$ cat src/rtl/cfgr_pkg.sv
package cfgr_pkg;
  typedef enum logic [1:0] {
    ROUTE_NONE    = 2'd0,
    ROUTE_CONVERT = 2'd1,
    ROUTE_FORWARD = 2'd2
  } route_e;

  localparam logic [1:0] TYPE1_ENC   = 2'b01;
  localparam int         FLD_BUS_LSB = 16;
  localparam int         FLD_DEV_LSB = 11;
  localparam int         FLD_DEV_W   = 5;

  localparam logic [7:0] OFS_PRI = 8'h18;
  localparam logic [7:0] OFS_SEC = 8'h19;
  localparam logic [7:0] OFS_SUB = 8'h1A;
endpackage

$ cat src/rtl/cfgr_busregs.sv
module cfgr_busregs #(
  parameter int BUS_W = 8,
  parameter int OFS_W = 8
) (
  input  logic             clk,
  input  logic             rst_n,
  input  logic             wr_en,
  input  logic [OFS_W-1:0] ofs,
  input  logic [BUS_W-1:0] wdata,
  output logic [BUS_W-1:0] sec_bus,
  output logic [BUS_W-1:0] sub_bus,
  output logic [BUS_W-1:0] rdata
);
  import cfgr_pkg::*;

  logic [BUS_W-1:0] pri_q, sec_q, sub_q;
  logic [BUS_W-1:0] pri_d, sec_d, sub_d;
  logic             hit_pri, hit_sec, hit_sub;

  always_comb begin
    hit_pri = (ofs == OFS_W'(OFS_PRI));
    hit_sec = (ofs == OFS_W'(OFS_SEC));
    hit_sub = (ofs == OFS_W'(OFS_SUB));
  end

  always_comb begin
    pri_d = pri_q;
    sec_d = sec_q;
    sub_d = sub_q;
    if (wr_en && hit_pri) pri_d = wdata;
    if (wr_en && hit_sec) sec_d = wdata;
    if (wr_en && hit_sub) sub_d = wdata;
  end

  always_ff @(posedge clk or negedge rst_n) begin
    if (!rst_n) begin
      pri_q <= '0;
      sec_q <= '0;
      sub_q <= '0;
    end else if (wr_en) begin
      pri_q <= pri_d;
      sec_q <= sec_d;
      sub_q <= sub_d;
    end
  end

  always_comb begin
    rdata = '0;
    if (hit_pri) rdata = pri_q;
    if (hit_sec) rdata = sec_q;
    if (hit_sub) rdata = sub_q;
  end

  assign sec_bus = sec_q;
  assign sub_bus = sub_q;
endmodule

$ cat src/rtl/cfgr_classify.sv
module cfgr_classify #(
  parameter int BUS_W = 8
) (
  input  logic [1:0]       enc,
  input  logic [BUS_W-1:0] bus,
  input  logic [BUS_W-1:0] sec_bus,
  input  logic [BUS_W-1:0] sub_bus,
  output cfgr_pkg::route_e route
);
  import cfgr_pkg::*;

  logic is_t1, eq_sec, in_range;

  always_comb begin
    is_t1    = (enc == TYPE1_ENC);
    eq_sec   = (bus == sec_bus);
    in_range = (bus > sec_bus) && (bus <= sub_bus);
    if (!is_t1)        route = ROUTE_NONE;
    else if (eq_sec)   route = ROUTE_CONVERT;
    else if (in_range) route = ROUTE_FORWARD;
    else               route = ROUTE_NONE;
  end
endmodule

$ cat src/rtl/cfgr_rewrite.sv
module cfgr_rewrite #(
  parameter  int ADDR_W     = 32,
  parameter  int IDSEL_BASE = 16,
  parameter  int DEV_LSB    = 11,
  parameter  int DEV_W      = 5,
  localparam int IDSEL_N    = ADDR_W - IDSEL_BASE,
  localparam int LINE_W     = $clog2(IDSEL_N)
) (
  input  logic [DEV_LSB+DEV_W-1:2] fields,
  output logic [ADDR_W-1:0]        t0_addr,
  output logic                     idsel_vld,
  output logic [LINE_W-1:0]        idsel_line
);
  logic [DEV_W-1:0]   dev;
  logic [IDSEL_N-1:0] line_hit;

  assign dev = fields[DEV_LSB +: DEV_W];

  for (genvar i = 0; i < IDSEL_N; i++) begin : g_line
    assign line_hit[i] = (dev == DEV_W'(i));
  end

  always_comb begin
    t0_addr                          = '0;
    t0_addr[ADDR_W-1:IDSEL_BASE]     = line_hit;
    t0_addr[DEV_LSB-1:2]             = fields[DEV_LSB-1:2];
    idsel_vld                        = |line_hit;
    idsel_line                       = dev[LINE_W-1:0];
  end
endmodule

$ cat src/rtl/cfg_route_decoder.sv
module cfg_route_decoder #(
  parameter  int ADDR_W     = 32,
  parameter  int BUS_W      = 8,
  parameter  int OFS_W      = 8,
  parameter  int IDSEL_BASE = 16,
  localparam int IDSEL_N    = ADDR_W - IDSEL_BASE,
  localparam int LINE_W     = $clog2(IDSEL_N)
) (
  input  logic              clk,
  input  logic              rst_n,
  input  logic              req_valid,
  input  logic [ADDR_W-1:0] req_addr,
  input  logic              reg_wr_en,
  input  logic [OFS_W-1:0]  reg_addr,
  input  logic [BUS_W-1:0]  reg_wdata,
  output logic [BUS_W-1:0]  reg_rdata,
  output logic              rsp_valid,
  output logic              rsp_claim,
  output logic              rsp_type,
  output logic [ADDR_W-1:0] rsp_addr,
  output logic              rsp_idsel_vld,
  output logic [LINE_W-1:0] rsp_idsel_line
);
  import cfgr_pkg::*;

  logic [BUS_W-1:0]  sec_bus, sub_bus;
  route_e            route;
  logic [ADDR_W-1:0] t0_addr;
  logic              t0_idsel_vld;
  logic [LINE_W-1:0] t0_idsel_line;

  logic              valid_q, claim_q, type_q, idsel_vld_q;
  logic [ADDR_W-1:0] addr_q;
  logic [LINE_W-1:0] line_q;
  logic              claim_d, type_d, idsel_vld_d;
  logic [ADDR_W-1:0] addr_d;
  logic [LINE_W-1:0] line_d;

  cfgr_busregs #(.BUS_W(BUS_W), .OFS_W(OFS_W)) u_regs (
    .clk     (clk),
    .rst_n   (rst_n),
    .wr_en   (reg_wr_en),
    .ofs     (reg_addr),
    .wdata   (reg_wdata),
    .sec_bus (sec_bus),
    .sub_bus (sub_bus),
    .rdata   (reg_rdata)
  );

  cfgr_classify #(.BUS_W(BUS_W)) u_cls (
    .enc     (req_addr[1:0]),
    .bus     (req_addr[FLD_BUS_LSB +: BUS_W]),
    .sec_bus (sec_bus),
    .sub_bus (sub_bus),
    .route   (route)
  );

  cfgr_rewrite #(
    .ADDR_W     (ADDR_W),
    .IDSEL_BASE (IDSEL_BASE),
    .DEV_LSB    (FLD_DEV_LSB),
    .DEV_W      (FLD_DEV_W)
  ) u_rw (
    .fields     (req_addr[FLD_DEV_LSB+FLD_DEV_W-1:2]),
    .t0_addr    (t0_addr),
    .idsel_vld  (t0_idsel_vld),
    .idsel_line (t0_idsel_line)
  );

  always_comb begin
    claim_d     = req_valid && (route != ROUTE_NONE);
    type_d      = 1'b0;
    addr_d      = '0;
    idsel_vld_d = 1'b0;
    line_d      = '0;
    case (route)
      ROUTE_CONVERT: begin
        addr_d      = t0_addr;
        idsel_vld_d = t0_idsel_vld;
        line_d      = t0_idsel_line;
      end
      ROUTE_FORWARD: begin
        type_d = 1'b1;
        addr_d = req_addr;
      end
      default: ;
    endcase
  end

  always_ff @(posedge clk or negedge rst_n) begin
    if (!rst_n) begin
      valid_q <= 1'b0;
      claim_q <= 1'b0;
    end else begin
      valid_q <= req_valid;
      claim_q <= claim_d;
    end
  end

  always_ff @(posedge clk or negedge rst_n) begin
    if (!rst_n) begin
      type_q      <= 1'b0;
      addr_q      <= '0;
      idsel_vld_q <= 1'b0;
      line_q      <= '0;
    end else if (req_valid) begin
      type_q      <= type_d;
      addr_q      <= addr_d;
      idsel_vld_q <= idsel_vld_d;
      line_q      <= line_d;
    end
  end

  assign rsp_valid      = valid_q;
  assign rsp_claim      = claim_q;
  assign rsp_type       = type_q;
  assign rsp_addr       = addr_q;
  assign rsp_idsel_vld  = idsel_vld_q;
  assign rsp_idsel_line = line_q;
endmodule

$ cat config.mk
export PLATFORM = sky130hd
export DESIGN_NAME = cfg_route_decoder
export DESIGN_NICKNAME = d
export VERILOG_FILES = /design/src/rtl/cfgr_pkg.sv /design/src/rtl/cfgr_busregs.sv /design/src/rtl/cfgr_classify.sv /design/src/rtl/cfgr_rewrite.sv /design/src/rtl/cfg_route_decoder.sv
export SDC_FILE = /design/constraint.sdc
export NUM_CORES = 1
export LEC_CHECK = 0
export BUFFER_PORTS_ARGS = -buffer_cell sky130_fd_sc_hd__buf_2
export CAP_MARGIN = 0
export CORE_MARGIN = 4
export CORE_UTILIZATION = 30
export CTS_CLUSTER_SIZE = 28
export DETAILED_ROUTE_END_ITERATION = 10
export GPL_TIMING_DRIVEN = 0
export PLACE_DENSITY = 0.6
export SLEW_MARGIN = 10
export SYNTH_ARGS = -nofsm -noshare
export SYNTH_HDL_FRONTEND = slang
export SYNTH_SLANG_ARGS = --single-unit
$ cat constraint.sdc
create_clock -name clk -period 2.2 [get_ports clk]
set_input_delay 0.22 -clock clk [delete_from_list [all_inputs] [get_ports clk]]
set_output_delay 0.22 -clock clk [all_outputs]
set_load 0.1 [all_outputs]
Word level (Yosys, flattened, before mapping) --
Index checks and enable logic that the tools add are counted.
Word-level totals: bits in registers 64, bits of input ports 52, output and inout port bits 48, logic and storage cells 54
Cells by class: order comparisons 2, equality and inequality tests 22, muxes and demuxes 10, reductions and logical operators 11
Operators by type and width (count):
- $pmux 32 s2 | 1
- $eq 5x4->1 const B | 8
- $eq 8x5->1 const B | 3
- $mux 8 | 3
- $eq 5x3->1 const B | 4
- $reduce_or 16->1 | 1
- $eq 5x2->1 const B | 2
- $eq 8x8->1 | 1
- $gt 8x8->1 | 1
- $le 8x8->1 | 1
- $mux 2 | 3
- $reduce_and 2->1 | 3
- $eq 5x1->1 const B | 1
- $logic_and 1x1->1 | 5
- $logic_not 5->1 | 1
- $eq 2x1->1 const B | 2
- $mux 4 | 1
- $eq 2x2->1 const B | 1
- $mux 1 | 2
- $reduce_bool 2->1 | 1

Logic depth before layout (Yosys ltp) --
Gate-level depths: netlist of run 1.
word-level depth 7, mapped depth 11, mapped depth without buffers 8

Modules after synthesis --
A second synthesis of run 1 with hierarchy kept.
Second synthesis, totals: cells, all modules 368, area total of the unflattened synthesis 4137.7 um^2
Modules (own cells, without submodules):
- cfg_route_decoder | times used 1, cells each 175, area each 2214.6 um^2, seq. area each 1001.0 um^2
- cfgr_busregs | times used 1, cells each 92, area each 1196.1 um^2, seq. area each 600.6 um^2
- cfgr_classify | times used 1, cells each 56, area each 431.7 um^2, seq. area each 0.0 um^2
- cfgr_rewrite | times used 1, cells each 45, area each 295.3 um^2, seq. area each 0.0 um^2

Least setup slack after synthesis of run 1 --
OpenSTA, ideal clock, no wires.
path type input to output, from input port reg_addr[1], to output port reg_rdata[0], data arrival time 2.231 ns, data required time 1.980 ns, path slack -0.251 ns, cell stages on the path 5, path buffers 1, cell sequence clkbuf_1 mux2i_1 nor2_1 a21oi_1 nor2_1
Between the ends: word-level cells in the longest chain between the ends 4, elaborated cells on any way between the ends 6, those cells by class eq/ne: 3; mux: 3
Ends and longest elaborated chain:
- start, declared | line cfg_route_decoder.sv:14 | input logic [OFS_W-1:0] reg_addr,
- $eq 8x5->1 | line cfgr_busregs.sv:21 | hit_pri = (ofs == OFS_W'(OFS_PRI));
- $mux 8 | line cfgr_busregs.sv:49 | if (hit_pri) rdata = pri_q;
- $mux 8 | line cfgr_busregs.sv:50 | if (hit_sec) rdata = sec_q;
- $mux 8 * | line cfgr_busregs.sv:51 | if (hit_sub) rdata = sub_q;
- end, declared | line cfg_route_decoder.sv:16 | output logic [BUS_W-1:0] reg_rdata,
Mark *: on every way between the ends. The rest lies on a longest branch, timed or not.

Worst setup path in the final report of run 1 --
from register u_regs.sub_q[1], in the netlist u_regs.sub_bus[1], to register addr_q[4], in the netlist rsp_addr[4]
Between the ends: word-level cells in the longest chain between the ends 7, elaborated cells on any way between the ends 8, those cells by class order compare: 1; eq/ne: 2; mux: 4; reduce/logical: 1
Ends and longest elaborated chain:
- start, declared | line cfgr_busregs.sv:16 | logic [BUS_W-1:0] pri_q, sec_q, sub_q;
- start signal, assigned | line cfgr_busregs.sv:43 | sub_q <= sub_d;
- $le 8x8->1 * | line cfgr_classify.sv:17 | in_range = (bus > sec_bus) && (bus <= sub_bus);
- $logic_and 1x1->1 * | line cfgr_classify.sv:17
- $mux 2 * | line cfgr_classify.sv:20 | else if (in_range) route = ROUTE_FORWARD;
- $mux 2 * | line cfgr_classify.sv:19 | else if (eq_sec) route = ROUTE_CONVERT;
- $mux 2 * | line cfgr_classify.sv:18 | if (!is_t1) route = ROUTE_NONE;
- $eq 2x2->1 or $eq 2x1->1 (tied branches) | line cfg_route_decoder.sv:76 | case (route)
- $pmux 32 s2 * | line cfg_route_decoder.sv:76
- end signal, assigned | line cfg_route_decoder.sv:108 | addr_q <= addr_d;
- end, declared | line cfg_route_decoder.sv:33 | logic [ADDR_W-1:0] addr_q;
Marks and branches as above. A chain may end at the register's enable or synchronous reset.

==> run metrics, run 1 <==
status=finished clean; worst-path maximum fanout=6; area of the multi-input gates=1772 um2; r2r worst-path depth=10; antenna viol nets, final=0; buffers added on ports=97; total CTS buffers=9; routed wire length=9.487 mm; Setup CP Type=reg2reg; Detailed Place HPWL=6.599 mm; pwr dens=561.2 nW/um2; vias in the first global route=2914; 1st-iter DRT viols=156; largest net degree at the start of global routing=65; power after layout=2.554 mW; Synth cell types=32; H-tree levels=3; slowest cell on the critical path=dfrtp_1; maximum VDD drop=0.0002599 V; Slew Viols, Final=0; Die X=113.7 um; Site Rows=38; I/O pin count=100; DR DRC count=0; CTS Sinks=64; CP endpoint kind=flop; n_diodes=0; P_leak=2.223 nW; critical path arrival=2.40 ns; routed vias/inst=4.969; CP Cell Sequence=inv_2, ha_4, nor2b_4, o211ai_1, a211o_1, o221a_4, o211a_1, buf_6, clkbuf_16, a22o_1; Die Area=12930 um2; CTS tree=built; Max Fclk=462.8 MHz; Reg clk slew, reported paths=0.08 ns; clk_skew=0.01298 ns; RSZ-0062 raised after global routing=yes; CTS root buf=clkbuf_8; layout cell share with drive strength beyond 1=44.72%; worst-skew pair later-pin latency=0.35 ns; DR vias=2862; max incr delay on CP=0.38 ns; Avg WL per Cell=16.47 um; CP startpoint kind=flop; Synth warnings=0; #FFs+latches synth=64; max cap viols=0; WHS=0.08341 ns; first-pass GRT wire length=14.46 mm; Reg area=1602 um2; Final min period=2.161 ns; required time of the critical path=2.43 ns; Die H=113.7 um; initial antenna violation count=0; share of the yosys chip area belonging to registers=47.76%; Fillers=1060; Final Wtd Congestion=0.7845; Syn Inst Count=307; worst hold path class=in2reg; period utilization=98.22%; syn_area_per_cell=10.92 um2; final setup violation count=0; hold path depth=2; Area Growth Syn to Fin=35.71%; post-synthesis net count=375; Final nets=499; initial core utilization=30.80%; drt pass-1 iters=4; slew at the pin with the worst max-slew slack=0.8193 ns; Bufs on Longest Clock Path=2; total congestion overflow=0; Global Route Usage Sum=14.08%; Max transition margin=45.38%; Mapped Area=3353 um2; Core ar.=10890 um2; Fin. Hold Viols=0
## worst paths after layout
check                             startpoint                end  slack [ns]
min in group asynchronous              rst_n       rsp_addr[15]        0.51
hold / removal                   req_addr[2]        rsp_addr[2]        0.08
setup / recovery           u_regs.sub_bus[1]        rsp_addr[4]        0.04
max in group asynchronous              rst_n  u_regs.sec_bus[6]        1.14
setup reg to reg           u_regs.sub_bus[1]        rsp_addr[4]        0.04
hold reg to reg                 rsp_addr[15]       rsp_addr[15]        0.49
## where the power goes
group / total [mW] / internal, mW / leakage (nW) / switching [mW]
Clock: 0.932 / 0.443 / 0.0926 / 0.489
Combinational: 0.397 / 0.150 / 1.24 / 0.248
Sequential: 1.22 / 1.21 / 0.886 / 0.0184
Total: 2.55 / 1.80 / 2.22 / 0.756
## metal layers
layer	global-route usage [%]	up-vias	part of all wire, %
met3	3.077	14	4.6
met1	17.67	1396	43
met4	5.529	0	1.6
met2	23.64	77	50
met5	0	-	0
li1	-	1375	-
## cells in the final DEF (no fill, tap or decap), types with 8 or more instances in the layout
master | netlist | layout
buf_2 | 1 | 97
dfrtp_1 | 64 | 64
a21oi_1 | 26 | 26
mux2_2 | 25 | 25
nor2b_1 | 23 | 22
nand4_1 | 20 | 20
inv_1 | 18 | 14
buf_4 | 0 | 14
a22o_1 | 13 | 13
clkbuf_1 | 13 | 12
nor2_1 | 20 | 12
clkbuf_8 | 0 | 10
nand2_1 | 9 | 9
a2bb2oi_1 | 16 | 9
ha_1 | 16 | 9
mux2i_1 | 8 | 8
nor2_2 | 0 | 8
## cell usage after synthesis
library cell,count,area share (%)
a211oi_1,1,0.22
nor2b_1,23,4.3
or2_1,1,0.19
nor3b_2,2,0.75
nand4_1,20,3.7
dfrtp_1,64,48
nand3b_2,2,0.67
nor4_4,1,0.63
o211ai_1,2,0.45
a22o_1,13,3.4
o21ai_0,3,0.45
inv_1,18,2.0
nand3_1,1,0.15
and3_1,2,0.37
nand2_1,9,1.0
buf_2,1,0.15
ha_1,16,6.0
nor4b_1,1,0.26
a2bb2oi_1,16,4.2
a211o_1,1,0.26
nor2_1,20,2.2
mux2_2,25,8.4
buf_6,4,1.3
a21oi_1,26,3.9
and3b_1,2,0.52
nand2_2,1,0.19
mux2i_1,8,2.4
o2bb2ai_1,5,1.3
a31oi_1,4,0.75
o221a_2,1,0.34
clkbuf_1,13,1.5
o211a_1,1,0.30
## timing repair
action,CTS,global route
cloned,0,3
hold buffers,1,0
endpoints found under the setup margin,23,28
hold endpoints to repair,30,0
gates resized for setup,6,26
setup buffers,5,8
pin swaps,7,11
## state kept, by name, indices dropped and copies added, names as in the netlist
register	flops
u_regs.sub_bus	8
u_regs.pri_q	8
u_regs.sec_bus	8
rsp_idsel_vld	1
rsp_idsel_line	4
rsp_type	1
rsp_addr	32
rsp_claim	1
rsp_valid	1
## stage by stage
stage | utilization (%) | std cells | instance area [um2] | worst slack [ns] | setup TNS (ns)
6_report | 41.80 | 576 | 4551 | 0.03924 | 0
5_1_grt | 41.80 | 576 | 4551 | -0.07729 | -0.9067
4_1_cts | 39.35 | 565 | 4284 | 0.005992 | 0
3_5_place_dp | 37.07 | 544 | 4036 | -0.1183 | -1.780
3_3_place_gp | 37.05 | 544 | 4034 | -0.1346 | -1.290
2_1_floorplan | - | 307 | 3373 | 0.1005 | 0
## cell families after synthesis
| logic type | share of synthesized area [%] |
|---|---|
| buf+inv | 4.962 |
| fa+ha+maj | 5.970 |
| compound gates | 15.52 |
| flops | 47.76 |
| mux | 10.78 |
| simple gates | 15.00 |
## final cells by class
type | count | share of cell area, %
tap | 140 | 3.849
buffer | 17 | 2.255
inverter | 18 | 1.485
clock buffer | 10 | 3.024
timing repair buffer | 114 | 14.30
multi-input combinational | 207 | 38.93
sequential | 64 | 35.19
clock inverter | 6 | 0.9623
## worst max-delay path, delay by kind of cell, from the launching register on
family / cells / cell delay [ns]
fa+ha+maj: 1 / 0.26
simple gates: 1 / 0.12
flops: 1 / 0.38
compound gates: 5 / 0.91
buf+inv: 3 / 0.37
Note: power is estimated with default switching activity, not from simulation.
==> run 2: changes to the inputs <==
MAX_ROUTING_LAYER = met4   (was not set)
==> run 2 against run 1 <==
  * Die area stayed put
  * Count of clock-buffer cells in the layout stayed put
  * Clock power hardly changed
  * Wire length is 0.39% lower
  * Critical path depth stayed put
  * Final area stayed put
  * Critical endpoint unchanged
  * Largest power group unchanged
==> run metrics, run 2 (synthesis results as in run 1) <==
status=finished clean; initial core utilization=30.80% (unchanged); worst-path maximum fanout=6 (unchanged); I/O pin count=100 (unchanged); met1 Use GR=17.87% (+0.20 points); routed vias/inst=4.990 (+0.42%); Reg clk slew, reported paths=0.08 ns (about the same); slowest cell on the critical path=dfrtp_1; Max transition margin=45.69% (+0.31 points); CTS tree=built; required time of the critical path=2.44 ns (about the same); clock power share=36.5% (about the same); Slew Viols, Final=0 (unchanged); Reg power frac=47.9% (about the same); Die H=113.7 um (unchanged); CP Cell Sequence=inv_2, ha_4, nor2b_4, o211ai_1, a211o_1, o221a_4, o211a_1, buf_6, clkbuf_16, a22o_1; P_leak=2.223 nW (unchanged); CP delay by family, top=compound AO/OA/AOI/OAI gates; commonest non-fill, non-tap cell in the layout=buf_2; Final Wtd Congestion=0.7954 (+1.4%); Site Rows=38 (unchanged); Area Growth Syn to Fin=35.71% (unchanged); area of the multi-input gates=1772 um2 (unchanged); H-tree levels=3 (unchanged); largest net degree at the start of global routing=65 (unchanged); DR vias=2874 (+0.42%); Logic pwr share=15.5% (about the same); 1st-iter DRT viols=116 (-26%); Reg area=1602 um2 (unchanged); M2 GR Usage=23.67% (+0.039 points); CTS Sinks=64 (unchanged); Avg WL per Cell=16.41 um (-0.39%); Placed Cells incl. Taps=544 (unchanged); Psw=0.7553 mW (about the same); antenna viol nets, final=0 (unchanged); routed wire length=9.450 mm (-0.39%); max reg flops=32 (unchanged); Die Area=12930 um2 (unchanged); Max Fclk=462.9 MHz (about the same); initial antenna violation count=0 (unchanged); CP startpoint kind=flop; DR DRC count=0 (unchanged); most frequent cells in the layout=97 x buf_2, 64 x dfrtp_1, 26 x a21oi_1; clk_skew=0.01324 ns (+0.0002591 ns); max cap viols=0 (unchanged); layout cell share with drive strength beyond 1=44.72% (unchanged); Die X=113.7 um (unchanged); maximum VDD drop=0.0002595 V (-0.15%); period utilization=98.19% (about the same); n_diodes=0 (unchanged); vias in the first global route=2908 (-0.21%); final instance area=4551 um2 (unchanged); Fin. Hold Viols=0 (unchanged); Most Crowded Layer GR=met2; r2r worst-path depth=10 (unchanged); met3 usage=2.706% (-0.37 points); Global Route Usage Sum=14.50% (+0.41 points); Crit path buffers/inverters=3 (unchanged); Detailed Place HPWL=6.599 mm (unchanged); power after layout=2.553 mW (about the same); worst-skew pair later-pin latency=0.35 ns (about the same); Setup CP Type=reg2reg; critical path arrival=2.40 ns (about the same); total congestion overflow=0 (unchanged); Bufs on Longest Clock Path=2 (unchanged); drt pass-1 iters=4 (unchanged); max incr delay on CP=0.38 ns (about the same); Final nets=499 (unchanged); Core ar.=10890 um2 (unchanged); Final Instance Count excl. Fillers=576 (unchanged); Placed Instance Area=4036 um2 (unchanged); hold path depth=2 (unchanged); CP endpoint kind=flop; buffers added on ports=97 (unchanged); RSZ-0062 raised after global routing=yes; sw frac=29.58% (about the same); pwr dens=561.1 nW/um2 (about the same); Levels on crit path=10 (unchanged); Final min period=2.160 ns (-0.0006197 ns); CTS root buf=clkbuf_8; final setup violation count=0 (unchanged); internal power=1.798 mW (about the same); first-pass GRT wire length=14.45 mm (about the same); slew at the pin with the worst max-slew slack=0.8146 ns (-0.004665 ns); total CTS buffers=9 (unchanged); Fillers=1060 (unchanged); worst hold path class=in2reg
## run 2: cell counts in the layout (fill, tap and decap cells not counted)
No cell type changed its count.
## run 2: worst paths after layout
kind / from / slack, ns / end
setup / recovery: u_regs.sub_bus[1] / 0.04 / rsp_addr[4]
hold / removal: req_addr[2] / 0.08 / rsp_addr[2]
setup reg to reg: u_regs.sub_bus[1] / 0.04 / rsp_addr[4]
hold reg to reg: rsp_addr[15] / 0.49 / rsp_addr[15]
max in group asynchronous: rst_n / 1.15 / u_regs.sec_bus[6]
min in group asynchronous: rst_n / 0.51 / rsp_addr[15]
## run 2: timing repair
| item | in CTS | in global routing |
|---|---|---|
| buffers inserted | 5 | 8 |
| hold buffers | 1 | 0 |
| resized for setup | 6 | 26 |
| hold endpoints to repair | 30 | 0 |
| pin swaps | 7 | 11 |
| endpoints found under the setup margin | 23 | 28 |
| cloned | 0 | 3 |
## run 2: layer usage
layer  part of all wire, %  vias to the layer above
met1                    44                     1400
met5                     0                        -
li1                      -                     1376
met3                   4.1                       18
met2                    50                       80
met4                   1.8                        0
## run 2: layout make-up
cell class	instances	area share [%]
plain buffers	17	2.255
clock buffers	10	3.024
clock inverters	6	0.9623
inverters	18	1.485
multi-input cells	207	38.93
flip-flops and latches	64	35.19
well taps	140	3.849
repair buffers	114	14.30
## run 2: metrics by stage
stage / setup slack (ns) / utilization (%) / TNS, ns / hold slack (ns)
2_1_floorplan: 0.1005 / - / 0 / -0.07559
3_3_place_gp: -0.1346 / 37.05 / -1.290 / 0.4365
3_5_place_dp: -0.1183 / 37.07 / -1.780 / 0.3735
4_1_cts: 0.005992 / 39.35 / 0 / 0.06399
5_1_grt: -0.07729 / 41.80 / -0.9014 / 0.08011
6_report: 0.03986 / 41.80 / 0 / 0.08150
## run 2: power by group through the flow
stage	logic, mW	registers (mW)	clock network [mW]
3_3_place_gp	0.340	1.25	0
5_1_grt	0.434	1.23	1.00
6_report	0.397	1.22	0.933
2_1_floorplan	0.147	1.31	0
3_5_place_dp	0.349	1.25	0
4_1_cts	0.361	1.22	0.956
